==> src/rtl/wdog2s_pkg.sv <==
`timescale 1ns/1ps
package wdog2s_pkg;

   typedef enum logic [1:0] {
      KEY_CLOSED = 2'd0,
      KEY_HALF   = 2'd1,
      KEY_OPEN   = 2'd2
   } key_state_e;

   localparam logic [7:0] KEY_BYTE_A = 8'h80;
   localparam logic [7:0] KEY_BYTE_B = 8'h86;

   localparam logic [7:0] OFS_PRE1  = 8'h00;
   localparam logic [7:0] OFS_PRE2  = 8'h04;
   localparam logic [7:0] OFS_STAT  = 8'h08;
   localparam logic [7:0] OFS_SERV  = 8'h0C;
   localparam logic [7:0] OFS_CTRL  = 8'h10;
   localparam logic [7:0] OFS_COUNT = 8'h14;

   localparam int CB_LOCK   = 0;
   localparam int CB_EN     = 1;
   localparam int CB_PERIOD = 2;
   localparam int CB_REBOOT = 5;

   localparam int SB_RESTART = 8;
   localparam int SB_TOFLAG  = 9;

endpackage

==> src/rtl/wdog2s_key.sv <==
`timescale 1ns/1ps
module wdog2s_key #(
   parameter int ADDR_W = 5
) (
   input  logic              clk,
   input  logic              rst_n,
   input  logic              wr_en,
   input  logic [ADDR_W-1:0] wr_addr,
   input  logic [7:0]        key_byte,
   output logic              grant
);
   import wdog2s_pkg::*;

   key_state_e state_q;
   logic       keyed_wr;
   logic       at_serv;

   assign keyed_wr = wr_en && (wr_addr[ADDR_W-1:4] == '0) && (wr_addr[1:0] == 2'b00);
   assign at_serv  = (wr_addr == OFS_SERV[ADDR_W-1:0]);
   assign grant    = keyed_wr && (state_q == KEY_OPEN);

   always_ff @(posedge clk or negedge rst_n) begin
      if (!rst_n) begin
         state_q <= KEY_CLOSED;
      end else if (keyed_wr) begin
         case (state_q)
            KEY_CLOSED: state_q <= (at_serv && key_byte == KEY_BYTE_A) ? KEY_HALF : KEY_CLOSED;
            KEY_HALF:   state_q <= (at_serv && key_byte == KEY_BYTE_B) ? KEY_OPEN : KEY_CLOSED;
            default:    state_q <= KEY_CLOSED;
         endcase
      end
   end
endmodule

==> src/rtl/wdog2s_count.sv <==
`timescale 1ns/1ps
module wdog2s_count #(
   parameter int PRESCALE_W = 15,
   parameter int CNT_W      = 20
) (
   input  logic             clk,
   input  logic             rst_n,
   input  logic             run,
   input  logic             periodic,
   input  logic             restart,
   input  logic [CNT_W-1:0] pre1,
   input  logic [CNT_W-1:0] pre2,
   output logic [CNT_W-1:0] count,
   output logic             exp1,
   output logic             exp2
);
   logic tick;
   logic stage_q;
   logic at_zero;

   generate
      if (PRESCALE_W == 0) begin : g_nodiv
         assign tick = run && !restart;
      end else begin : g_div
         logic [PRESCALE_W-1:0] div_q;
         always_ff @(posedge clk or negedge rst_n) begin
            if (!rst_n)              div_q <= '0;
            else if (!run || restart) div_q <= '0;
            else                      div_q <= div_q + 1'b1;
         end
         assign tick = run && !restart && (&div_q);
      end
   endgenerate

   assign at_zero = (count == '0);
   assign exp1    = tick && at_zero && !stage_q;
   assign exp2    = tick && at_zero && stage_q;

   always_ff @(posedge clk or negedge rst_n) begin
      if (!rst_n) begin
         count   <= '1;
         stage_q <= 1'b0;
      end else if (!run || restart) begin
         count   <= pre1;
         stage_q <= 1'b0;
      end else if (tick) begin
         if (!at_zero) begin
            count <= count - 1'b1;
         end else if (!stage_q && !periodic) begin
            count   <= pre2;
            stage_q <= 1'b1;
         end else begin
            count   <= pre1;
            stage_q <= 1'b0;
         end
      end
   end
endmodule

==> src/rtl/wdog2s_regs.sv <==
`timescale 1ns/1ps
module wdog2s_regs #(
   parameter int ADDR_W = 5,
   parameter int DATA_W = 32,
   parameter int CNT_W  = 20
) (
   input  logic              clk,
   input  logic              rst_n,
   input  logic              wr_en,
   input  logic [ADDR_W-1:0] wr_addr,
   input  logic [DATA_W-1:0] wr_data,
   input  logic              grant,
   input  logic              exp1,
   input  logic              exp2,
   output logic [CNT_W-1:0]  pre1,
   output logic [CNT_W-1:0]  pre2,
   output logic              lock,
   output logic              en,
   output logic              periodic,
   output logic              reboot,
   output logic              irq_st,
   output logic              toflag,
   output logic              rst_req,
   output logic              restart
);
   import wdog2s_pkg::*;

   logic sel_pre1, sel_pre2, sel_stat, sel_serv, sel_ctrl;
   logic unused_wdata;

   assign sel_pre1 = (wr_addr == OFS_PRE1[ADDR_W-1:0]);
   assign sel_pre2 = (wr_addr == OFS_PRE2[ADDR_W-1:0]);
   assign sel_stat = (wr_addr == OFS_STAT[ADDR_W-1:0]);
   assign sel_serv = (wr_addr == OFS_SERV[ADDR_W-1:0]);
   assign sel_ctrl = (wr_addr == OFS_CTRL[ADDR_W-1:0]);
   assign restart  = grant && sel_serv && wr_data[SB_RESTART];
   assign unused_wdata = ^wr_data;

   always_ff @(posedge clk or negedge rst_n) begin
      if (!rst_n) begin
         pre1     <= '1;
         pre2     <= '1;
         lock     <= 1'b0;
         en       <= 1'b0;
         periodic <= 1'b0;
         reboot   <= 1'b0;
         irq_st   <= 1'b0;
         toflag   <= 1'b0;
         rst_req  <= 1'b0;
      end else begin
         if (grant && sel_pre1) pre1 <= wr_data[CNT_W-1:0];
         if (grant && sel_pre2) pre2 <= wr_data[CNT_W-1:0];
         if (exp1)                                  irq_st <= 1'b1;
         else if (grant && sel_stat && wr_data[0])  irq_st <= 1'b0;
         if (exp2)                                  toflag <= 1'b1;
         else if (grant && sel_serv && wr_data[SB_TOFLAG]) toflag <= 1'b0;
         if (exp2 && reboot) rst_req <= 1'b1;
         if (wr_en && sel_ctrl) begin
            if (lock) begin
               en <= en | wr_data[CB_EN];
            end else begin
               lock     <= wr_data[CB_LOCK];
               en       <= wr_data[CB_EN];
               periodic <= wr_data[CB_PERIOD];
               reboot   <= wr_data[CB_REBOOT];
            end
         end
      end
   end
endmodule

==> src/rtl/wdog2s_top.sv <==
`timescale 1ns/1ps
module wdog2s_top #(
   parameter int PRESCALE_W = 15,
   parameter int CNT_W      = 20,
   parameter int ADDR_W     = 5,
   parameter int DATA_W     = 32
) (
   input  logic              clk,
   input  logic              rst_n,
   input  logic              wr_en,
   input  logic [ADDR_W-1:0] wr_addr,
   input  logic [DATA_W-1:0] wr_data,
   input  logic [ADDR_W-1:0] rd_addr,
   output logic [DATA_W-1:0] rd_data,
   output logic              irq,
   output logic              rst_req
);
   import wdog2s_pkg::*;

   initial begin
      assert (ADDR_W >= 5) else $fatal(1, "ADDR_W must reach offset 0x14");
      assert (DATA_W > SB_TOFLAG) else $fatal(1, "DATA_W too narrow for service bits");
      assert (CNT_W >= 2 && CNT_W <= DATA_W) else $fatal(1, "CNT_W out of range");
      assert (PRESCALE_W >= 0 && PRESCALE_W <= 24) else $fatal(1, "PRESCALE_W out of range");
   end

   logic             prot_grant;
   logic [CNT_W-1:0] pre1_q, pre2_q, count_q;
   logic             ctl_lock, ctl_en, ctl_periodic, ctl_reboot;
   logic             irq_st, toflag, restart, exp1, exp2;

   wdog2s_key #(.ADDR_W(ADDR_W)) u_key (
      .clk(clk), .rst_n(rst_n), .wr_en(wr_en), .wr_addr(wr_addr),
      .key_byte(wr_data[7:0]), .grant(prot_grant)
   );

   wdog2s_regs #(.ADDR_W(ADDR_W), .DATA_W(DATA_W), .CNT_W(CNT_W)) u_regs (
      .clk(clk), .rst_n(rst_n), .wr_en(wr_en), .wr_addr(wr_addr), .wr_data(wr_data),
      .grant(prot_grant), .exp1(exp1), .exp2(exp2),
      .pre1(pre1_q), .pre2(pre2_q), .lock(ctl_lock), .en(ctl_en),
      .periodic(ctl_periodic), .reboot(ctl_reboot), .irq_st(irq_st),
      .toflag(toflag), .rst_req(rst_req), .restart(restart)
   );

   wdog2s_count #(.PRESCALE_W(PRESCALE_W), .CNT_W(CNT_W)) u_count (
      .clk(clk), .rst_n(rst_n), .run(ctl_en), .periodic(ctl_periodic),
      .restart(restart), .pre1(pre1_q), .pre2(pre2_q), .count(count_q),
      .exp1(exp1), .exp2(exp2)
   );

   assign irq = irq_st;

   always_comb begin
      rd_data = '0;
      if (rd_addr == OFS_PRE1[ADDR_W-1:0])       rd_data = DATA_W'(pre1_q);
      else if (rd_addr == OFS_PRE2[ADDR_W-1:0])  rd_data = DATA_W'(pre2_q);
      else if (rd_addr == OFS_STAT[ADDR_W-1:0])  rd_data[0] = irq_st;
      else if (rd_addr == OFS_SERV[ADDR_W-1:0])  rd_data[SB_TOFLAG] = toflag;
      else if (rd_addr == OFS_CTRL[ADDR_W-1:0]) begin
         rd_data[CB_LOCK]   = ctl_lock;
         rd_data[CB_EN]     = ctl_en;
         rd_data[CB_PERIOD] = ctl_periodic;
         rd_data[CB_REBOOT] = ctl_reboot;
      end
      else if (rd_addr == OFS_COUNT[ADDR_W-1:0]) rd_data = DATA_W'(count_q);
   end
endmodule

==> config.mk <==
export PLATFORM = sky130hd
export DESIGN_NAME = wdog2s_top
export DESIGN_NICKNAME = d
export VERILOG_FILES = /design/src/rtl/wdog2s_pkg.sv /design/src/rtl/wdog2s_key.sv /design/src/rtl/wdog2s_count.sv /design/src/rtl/wdog2s_regs.sv /design/src/rtl/wdog2s_top.sv
export SDC_FILE = /design/constraint.sdc
export NUM_CORES = 1
export LEC_CHECK = 0
export BUFFER_PORTS_ARGS = -buffer_cell sky130_fd_sc_hd__buf_2
export CAP_MARGIN = 20
export CORE_MARGIN = 1
export CORE_UTILIZATION = 50
export DETAILED_ROUTE_END_ITERATION = 6
export GPL_TIMING_DRIVEN = 1
export PLACE_DENSITY_LB_ADDON = 0.3
export SLEW_MARGIN = 10
export SYNTH_ARGS = -nofsm -noshare
export SYNTH_HDL_FRONTEND = slang
export SYNTH_SLANG_ARGS = --single-unit
==> constraint.sdc <==
create_clock -name clk -period 3.8 [get_ports clk]
set_clock_uncertainty 0.2 [all_clocks]
set_input_delay 0.57 -clock clk [delete_from_list [all_inputs] [get_ports clk]]
set_output_delay 0.57 -clock clk [all_outputs]
set_load 0.05 [all_outputs]
==> results of run 1 <==
cells in the final DEF, fill, tap and decap left out, drive strengths merged, types with 4 or more instances in the layout:
cell,n
a21oi,19
a22oi,18
a31oi,6
and3,10
buf,67
clkbuf,11
conb,12
dfrtp,25
dfstp,60
inv,10
mux2,45
mux2i,14
nand2,54
nand3,25
nand3b,4
nand4,8
nor2,40
nor3,13
nor4,10
o21ai,47
o41ai,6
or4,4
xnor2,11
xor2,9
worst paths after layout:
kind	start	slack [ns]	endpoint
max	rd_addr[4]	0.91	rd_data[16]
min reg2reg	u_regs.pre2[9]	0.29	u_regs.pre2[9]
min in group clk	wr_data[2]	0.24	u_key.state_q[0]
max reg2reg	u_count.count[7]	1.05	u_count.count[14]
max in group asynchronous	rst_n	2.44	u_regs.pre1[17]
min	rst_n	0.1	u_count.g_div.div_q[7]
cells by family after synthesis:
kind of cell | count (synthesis) | share of synthesized area
and+or+nand+nor | 186 | 0.1877
AOI/OAI and AO/OA | 125 | 0.1622
DFF | 85 | 0.4285
muxes | 59 | 0.1259
buffers and inverters | 55 | 0.05357
xor gates and xnor gates | 20 | 0.03409
adders and majority gates | 3 | 0.007305
other | 1 | 0.0007298
registers in the layout, summed over array words and instances (netlist names):
| signal | count |
|---|---|
| u_key.state_q | 2 |
| u_count.count | 20 |
| u_count.stage_q | 1 |
| u_regs.en | 1 |
| u_regs.toflag | 1 |
| u_regs.reboot | 1 |
| u_regs.irq_st | 1 |
| u_regs.periodic | 1 |
| u_regs.pre1 | 20 |
| u_count.g_div.div_q | 15 |
| u_regs.pre2 | 20 |
| u_regs.lock | 1 |
| u_regs.rst_req | 1 |
worst max-delay path: stages:
cell and delay [ns]:
buf_2 0.12, nor4_2 0.35, and2_1 0.40, buf_4 0.26, nand2_1 0.07, o21ai_0 0.06, buf_2 0.29
stage by stage:
step	cell area, µm²	cells	setup slack, ns	util
floorplan	5180	545	0.4039	-
global placement	5500	700	0.8691	0.5576
detailed placement	5500	700	0.8470	0.5576
CTS	5734	716	0.9135	0.5813
global route	5734	716	0.8185	0.5813
finish	5734	716	0.9084	0.5813
report_power, final:
part / internal [mW] / switching (mW) / leakage (nW)
sequential: 1.01 / 0.119 / 0.960
combinational: 0.189 / 0.333 / 1.30
clock: 0.408 / 0.337 / 0.120
per-layer routing:
metal | vias to the layer above | wire, µm
li1 | 2026 | -
met1 | 2171 | 5739
met2 | 178 | 6433
met3 | 16 | 827
met4 | 0 | 172
met5 | - | 0
layout make-up:
type / instances / share of cell area
multi-input combinational: 405 / 0.4750
tap: 133 / 0.02902
inverter: 10 / 0.006546
clock buffer: 11 / 0.02640
sequential: 85 / 0.3840
timing repair buffer: 67 / 0.06459
clock inverter: 5 / 0.01440
==> flow_metrics.env, run 1 <==
export IMPL_die_area_um2=10690
export IMPL_p_per_area_nw_per_um2=417.6
export IMPL_path_clk_slew_ns=0.09
export IMPL_drive_gt1_frac=0.3482
export IMPL_area_growth_pct=11.59
export IMPL_netlist_area_um2=5139
export IMPL_ant_nets=0
export IMPL_hold_class="in2async"
export IMPL_drtIter0Drc=285
export IMPL_clock_sinks=85
export IMPL_synth_largest_area_cell="dfstp_2"
export IMPL_antenna_found_initial=0
export IMPL_drv_cap=0
export IMPL_dp_hpwl_um=9116
export IMPL_synth_area_leaders="dfstp_2 31%, dfrtp_1 12%, mux2_2 9.9%, o21ai_0 4.5%, nand2_1 3.9%"
export IMPL_clk_path_buf_depth=2
export IMPL_hold_viol=0
export IMPL_cts_setup_buffers=0
export IMPL_vias_per_cell=6.133
export IMPL_fill_cells=849
export IMPL_clock_latency_ns=0.36
export IMPL_start_util=0.5209
export IMPL_post_cts_resized=0
export IMPL_finalCritPeriodShare=0.7609
export IMPL_max_slew_margin_rel=0.4251
export IMPL_fp_dieW_um=103.4
export IMPL_met3_usage=0.04234
export IMPL_avgSynthCellArea_um2=9.623
export IMPL_worstPathArrival_ns=2.12
export IMPL_grt_pass1_vias=4232
export IMPL_worst_pin_slew_ns=0.8624
export IMPL_drtPass1Iterations=7
export IMPL_synth_top_flop_cell="dfstp_2"
export IMPL_grt_pass1_wl_um=21550
export IMPL_status="finished, violations left"
export IMPL_pin_count=79
export IMPL_dr_total_vias=4391
export IMPL_grt_usage=0.2641
export IMPL_io_buffers=54
export IMPL_ys_seq_area_frac=0.4285
export IMPL_fp_dieH_um=103.4
export IMPL_fp_row_count=36
export IMPL_overflow=0
export IMPL_top_usage_layer="met2"
export IMPL_vdd_ir_drop_worst_uv=250.6
export IMPL_cp_end_kind="output port"
export IMPL_synth_edf_count=0
export IMPL_drv_slew=0
export IMPL_yosys_warnings=0
export IMPL_tns_ns=0
export IMPL_coreArea_um2=9864
export IMPL_cts_made_buffers=9
export IMPL_nets=626
export IMPL_synth_top_cell_area_share=0.3068
export IMPL_violations="DRC"
export IMPL_crit_type="in2out"
export IMPL_crit_fanout=10
export IMPL_antenna_cells=0
export IMPL_async_reset_ff_frac=1.000
export IMPL_cp_start_kind="primary input"
export IMPL_cp_required_ns=3.03
export IMPL_r2r_cells=6
export IMPL_syn_inst=534
export IMPL_cts_hold_buffers=0
export IMPL_p_leak_nw=2.384
export IMPL_period_needed_ns=2.892
export IMPL_setup_viol=0
export IMPL_hold_slack_ns=0.09659
export IMPL_wl_um=13170
export IMPL_yosys_top_cells_count="60 x dfstp_2, 54 x nand2_1, 46 x o21ai_0"
export IMPL_root_buffer="clkbuf_8"
export IMPL_design_power_total_mw=2.395
export IMPL_synth_cell_type_count=68
export IMPL_post_route_drc_count=3
export IMPL_yosysMostFrequentCell="dfstp_2"
export IMPL_cts_tree="yes"
export IMPL_grtUsageMet2=0.4386
export IMPL_fmax_ghz=0.3458
export IMPL_wl_per_cell_um=18.40
export IMPL_gp_congestion=0.8923
export IMPL_rsz0062_at_grt="no"
export IMPL_seq_area_um2=2202
export IMPL_cts_max_level=3
export IMPL_multiInputGateArea_um2=2724
export IMPL_ys_ff_latch=85
export IMPL_use_met1=0.3579
export IMPL_grt_max_degree=70
No activity file was read; power rests on OpenSTA's default activity.
==> run 2: changes to the inputs <==
==> constraint.sdc (replaced) <==
create_clock -name clk -period 2.3 [get_ports clk]
set_clock_uncertainty 0.2 [all_clocks]
set_input_delay 0.345 -clock clk [delete_from_list [all_inputs] [get_ports clk]]
set_output_delay 0.345 -clock clk [all_outputs]
set_load 0.05 [all_outputs]
==> run 2 against run 1 <==
Effect of this change: combinational power up 130%; core utilization up 6.3 points; cell count up 8.1%; largest power group unchanged; critical path type is now reg2reg; non-clock buffer count up 58; power up 65%; setup slack worse by 0.96 ns; the run ends with setup timing left; critical endpoint is now u_count.count[0]; sequential cell count unchanged; register-to-register slack worse by 1.1 ns; worst hold slack worse by 0.081 ns; clock-buffer cell count unchanged; largest cell class unchanged; global-route usage up 2.1 points.
==> flow_metrics.env, run 2 (synthesis gave the netlist of run 1 again) <==
export IMPL_period_needed_ns=2.349
export IMPL_drtIter0Drc=284
export IMPL_clkPwrFrac=0.235
export IMPL_status="finished, violations left"
export IMPL_clock_sinks=85
export IMPL_fill_cells=815
export IMPL_cts_tree="yes"
export IMPL_violations="setup timing"
export IMPL_setup_viol=2
export IMPL_layout_common_cells="64 x buf_4, 60 x dfstp_2, 53 x nand2_1, 52 x buf_2, 45 x mux2_2"
export IMPL_power_internal_mw=2.559
export IMPL_power_frac_comb=0.300
export IMPL_wl_um=14440
export IMPL_crit_type="reg2reg"
export IMPL_critPathTopFamily="compound AO/OA/AOI/OAI gates"
export IMPL_switching_share=0.3523
export IMPL_r2r_end="u_count.count[0]"
export IMPL_tns_ns=-0.08058
export IMPL_drtPass1Iterations=4
export IMPL_drive_gt1_frac=0.4446
export IMPL_critPathSlowestCell="or4_4"
export IMPL_whs_endpoint="u_regs.pre2[18]"
export IMPL_wl_per_cell_um=18.66
export IMPL_overflow=0
export IMPL_pin_count=79
export IMPL_critical_path_cell_chain="ha_2, nand3_1, or4_4, buf_6, o41a_1, a31oi_1"
export IMPL_cts_max_level=3
export IMPL_crit_fanout=14
export IMPL_worst_slack_ns=-0.04929
export IMPL_grt_pass1_vias=4568
export IMPL_r2r_setup_slack_ns=-0.05
export IMPL_clock_latency_ns=0.37
export IMPL_post_place_ws_ns=-0.1858
export IMPL_nets=684
export IMPL_drv_cap=0
export IMPL_area_growth_pct=23.64
export IMPL_final_common_cell="buf_4"
export IMPL_gp_congestion=0.9339
export IMPL_hold_viol=0
export IMPL_worst_pin_slew_ns=0.6038
export IMPL_vias_per_cell=6.022
export IMPL_fp_dieH_um=103.4
export IMPL_start_util=0.5209
export IMPL_antenna_found_initial=0
export IMPL_slowest_delay_ns=0.50
export IMPL_path_clk_slew_ns=0.09
export IMPL_drv_slew=0
export IMPL_worstPathArrival_ns=2.43
export IMPL_r2r_cells=6
export IMPL_max_slew_margin_rel=0.5975
export IMPL_cts_made_buffers=9
export IMPL_hold_start="wr_data[18]"
export IMPL_antenna_cells=0
export IMPL_p_per_area_nw_per_um2=621.8
export IMPL_clk_path_buf_depth=2
export IMPL_seq_area_um2=2202
export IMPL_dp_hpwl_um=10450
export IMPL_largestRegisters="u_count.count (20), u_regs.pre1 (20), u_regs.pre2 (20)"
export IMPL_dr_total_vias=4661
export IMPL_grt_usage=0.2847
export IMPL_finalCritPeriodShare=1.021
export IMPL_cp_end_kind="flop"
export IMPL_coreArea_um2=9864
export IMPL_p_leak_nw=2.704
export IMPL_post_route_drc_count=0
export IMPL_grt_max_degree=45
export IMPL_seqPwrFrac=0.465
export IMPL_ant_nets=0
export IMPL_root_buffer="clkbuf_8"
export IMPL_multiInputGateArea_um2=2904
export IMPL_grt_pass1_wl_um=22750
export IMPL_crit_buf_inv=1
export IMPL_vdd_ir_drop_worst_uv=346.9
export IMPL_io_buffers=54
export IMPL_fmax_ghz=0.4257
export IMPL_fp_dieW_um=103.4
export IMPL_hold_depth=2
export IMPL_die_area_um2=10690
export IMPL_rr_startpoint="u_count.g_div.div_q[1]"
export IMPL_power_switching_mw=1.392
export IMPL_cp_start_kind="flop"
export IMPL_fp_row_count=36
export IMPL_cp_required_ns=2.38
export IMPL_rsz0062_at_grt="yes"
export IMPL_hold_class="in2reg"
==> run 2: power by group through the flow <==
stage / combinational (mW) / sequential, mW / clock, mW
after floorplan: 0.672 / 1.81 / 0
after global placement: 1.05 / 1.85 / 0
after detailed placement: 1.08 / 1.85 / 0
after CTS: 1.10 / 1.83 / 0.946
after global routing: 1.28 / 1.85 / 0.998
final: 1.19 / 1.84 / 0.929
==> run 2: cell type report <==
| type | count | share of cell area |
|---|---|---|
| clock buffer | 11 | 0.02068 |
| clock inverter | 5 | 0.004332 |
| inverter | 10 | 0.005908 |
| multi-input combinational | 405 | 0.4571 |
| sequential | 85 | 0.3466 |
| tap | 133 | 0.02619 |
| timing repair buffer | 125 | 0.1392 |
==> run 2: per-stage QoR <==
stage / hold WS [ns] / cells / total power, mW / cell area [µm²] / util
after floorplan: -0.1506 / 545 / 2.481 / 5309 / -
after global routing: 0.01985 / 774 / 4.135 / 6354 / 0.6441
after CTS: 0.006728 / 768 / 3.871 / 6252 / 0.6338
after detailed placement: 0.1859 / 751 / 2.938 / 6072 / 0.6156
after global placement: 0.1739 / 751 / 2.902 / 6072 / 0.6156
final: 0.01592 / 774 / 3.951 / 6354 / 0.6441
==> run 2: routing by layer <==
layer,vias up,routed length [µm],global-route usage
met3,26,670,0.02823
met4,0,311,0.1333
met2,179,7302,0.4733
met5,-,0,0
met1,2314,6158,0.3759
li1,2142,-,-
==> run 2: how the worst max path moves through the flow <==
stage	startpoint	endpoint	slack (ns)	cells past startpoint
2_1_floorplan	rd_addr[4]	rd_data[12]	-0.16	6
3_3_place_gp	wr_addr[4]	u_count.g_div.div_q[12]	-0.11	7
3_5_place_dp	wr_addr[4]	u_count.g_div.div_q[4]	-0.19	7
4_1_cts	u_count.g_div.div_q[1]	u_count.count[3]	0.008	7
5_1_grt	u_count.g_div.div_q[1]	u_count.count[0]	-0.21	6
6_report	u_count.g_div.div_q[1]	u_count.count[0]	-0.05	6
==> run 2: repair_timing <==
| item | in CTS | in global routing |
|---|---|---|
| hold endpoints to repair | 22 | 0 |
| cloned | 0 | 0 |
| buffers inserted | 0 | 6 |
| hold buffers | 1 | 0 |
| gates resized for setup | 3 | 13 |
| endpoints found under the setup margin | 3 | 20 |
| pin swaps | 0 | 3 |
==> run 3: changes to the inputs <==
--- a/config.mk
+++ b/config.mk
@@ -9,9 +9,11 @@
 export CAP_MARGIN = 20
 export CORE_MARGIN = 1
 export CORE_UTILIZATION = 50
+export CTS_BUF_LIST = sky130_fd_sc_hd__clkbuf_4
 export DETAILED_ROUTE_END_ITERATION = 6
 export GPL_TIMING_DRIVEN = 1
 export PLACE_DENSITY_LB_ADDON = 0.3
+export SKIP_LAST_GASP = 1
 export SLEW_MARGIN = 10
 export SYNTH_ARGS = -nofsm -noshare
 export SYNTH_HDL_FRONTEND = slang
==> run 3 against run 2 <==
Effect of this change: the flow still finishes with violations (setup timing); highest routed layer unchanged; design area is 3.7% higher; critical path type is now reg2out; sequential power hardly changed; worst hold slack better by 0.029 ns; cell count rose by 3.0%; clock-buffer cell count unchanged; routed wire length rose by 3.5%; clock power shrank 18%; largest cell class unchanged; critical path depth unchanged.
==> flow_metrics.env, run 3 (synthesis gave the netlist of run 1 again) <==
export IMPL_max_slew_margin_rel=0.5957
export IMPL_grtUsageMet2=0.4936
export IMPL_fp_dieW_um=103.4
export IMPL_cts_tree="yes"
export IMPL_grt_max_degree=45
export IMPL_whs_endpoint="u_regs.irq_st"
export IMPL_drv_slew=0
export IMPL_r2r_setup_slack_ns=0.01
export IMPL_cp_required_ns=1.75
export IMPL_overflow=0
export IMPL_hold_viol=0
export IMPL_period_needed_ns=2.377
export IMPL_wl_per_cell_um=18.76
export IMPL_hold_depth=3
export IMPL_ant_nets=0
export IMPL_vdd_ir_drop_worst_uv=427.2
export IMPL_gp_congestion=0.9339
export IMPL_largestRegisters="u_count.count (20), u_regs.pre1 (20), u_regs.pre2 (20)"
export IMPL_pin_count=79
export IMPL_path_clk_slew_ns=0.14
export IMPL_slowest_delay_ns=0.61
export IMPL_cp_common_cell="a21oi_2"
export IMPL_use_met1=0.3777
export IMPL_drtIter0Drc=293
export IMPL_wl_um=14950
export IMPL_clk_path_buf_depth=2
export IMPL_worstPathArrival_ns=1.83
export IMPL_layout_common_cells="69 x buf_4, 60 x dfstp_2, 53 x nand2_1, 46 x buf_2, 45 x mux2_2"
export IMPL_antenna_cells=0
export IMPL_final_common_cell="buf_4"
export IMPL_critPathSlowestCell="dfstp_2"
export IMPL_p_leak_nw=2.800
export IMPL_cp_end_kind="output port"
export IMPL_worst_slack_ns=-0.07665
export IMPL_hold_class="in2reg"
export IMPL_grt_pass1_vias=4692
export IMPL_antenna_found_initial=0
export IMPL_rr_startpoint="u_count.g_div.div_q[1]"
export IMPL_drtPass1Iterations=5
export IMPL_critical_path_cell_chain="mux2i_1, nor2b_1, buf_4, a21oi_2, a21oi_2, buf_6"
export IMPL_coreArea_um2=9864
export IMPL_fp_row_count=36
export IMPL_hold_start="wr_addr[2]"
export IMPL_hold_slack_ns=0.04542
export IMPL_p_per_area_nw_per_um2=579.2
export IMPL_crit_type="reg2out"
export IMPL_io_buffers=54
export IMPL_post_route_drc_count=0
export IMPL_nets=707
export IMPL_post_route_util=0.6679
export IMPL_violations="setup timing"
export IMPL_clock_sinks=85
export IMPL_fmax_ghz=0.4208
export IMPL_cts_max_level=3
export IMPL_die_area_um2=10690
export IMPL_rsz0062_at_grt="yes"
export IMPL_cp_start_kind="flop"
export IMPL_crit_buf_inv=2
export IMPL_design_power_total_mw=3.816
export IMPL_drive_gt1_frac=0.4383
export IMPL_top_usage_layer="met2"
export IMPL_clock_latency_ns=0.46
export IMPL_finalCritPeriodShare=1.033
export IMPL_status="finished, violations left"
export IMPL_setup_viol=1
export IMPL_cts_made_buffers=9
export IMPL_met3_usage=0.04368
export IMPL_crit_fanout=4
export IMPL_grt_pass1_wl_um=23340
export IMPL_r2r_cells=6
export IMPL_vias_per_cell=6.004
export IMPL_r2r_end="u_count.count[0]"
export IMPL_area_growth_pct=28.22
export IMPL_worst_pin_slew_ns=0.6065
export IMPL_dp_hpwl_um=10450
export IMPL_fp_dieH_um=103.4
export IMPL_critPathTopFamily="flip-flops"
export IMPL_dr_total_vias=4785
export IMPL_drv_cap=0
export IMPL_grt_usage=0.2920
export IMPL_root_buffer="clkbuf_4"
export IMPL_start_util=0.5209
[run 3: worst register-to-register path, cell delays in order, from the launching register on]
cell	delay, ns
dfrtp_1	0.41
ha_2	0.20
nand3_2	0.09
or4_4	0.51
buf_6	0.20
o41a_1	0.43
a31oi_1	0.19
[run 3: cell type report]
cell class              count  area (µm²)
flip-flops and latches     85        2202
inverters                  10       37.54
fillers                   793        3276
well taps                 133       166.4
multi-input cells         405        2925
clock inverters             5       27.53
repair buffers            148        1147
clock buffers              11       82.58
[run 3: worst max-delay path by stage]
stage | slack, ns | start | cells after the start | to
CTS | -0.05 | u_count.count[0] | 5 | rd_data[0]
global placement | -0.11 | wr_addr[4] | 7 | u_count.g_div.div_q[12]
finish | -0.08 | u_count.count[0] | 6 | rd_data[0]
global route | -0.16 | u_count.count[0] | 6 | rd_data[0]
floorplan | -0.16 | rd_addr[4] | 6 | rd_data[12]
detailed placement | -0.19 | wr_addr[4] | 7 | u_count.g_div.div_q[4]
[run 3: per-stage QoR]
stage	cells	setup WS (ns)	setup TNS, ns	cell area [µm²]
2_1_floorplan	545	-0.1638	-0.1638	5309
4_1_cts	789	-0.05109	-0.05109	6431
5_1_grt	797	-0.1630	-0.3511	6589
3_3_place_gp	751	-0.1062	-1.953	6072
3_5_place_dp	751	-0.1858	-4.082	6072
6_report	797	-0.07665	-0.07665	6589
[run 3: per-layer routing]
metal,vias up,wire length (µm)
li1,2189,-
met1,2366,6218
met2,194,7504
met3,36,816
met4,0,412
met5,-,0
[run 3: timing repair]
action,CTS,global route
buffers inserted,1,7
hold buffers,21,0
pin swaps,0,4
setup endpoints to repair,6,28
cloned,0,1
endpoints found under the hold margin,66,0
resized for setup,8,18
[run 3: power by group]
part           switching [mW]  internal (mW)
clock                   0.524          0.240
combinational           0.689          0.528
sequential              0.169           1.67
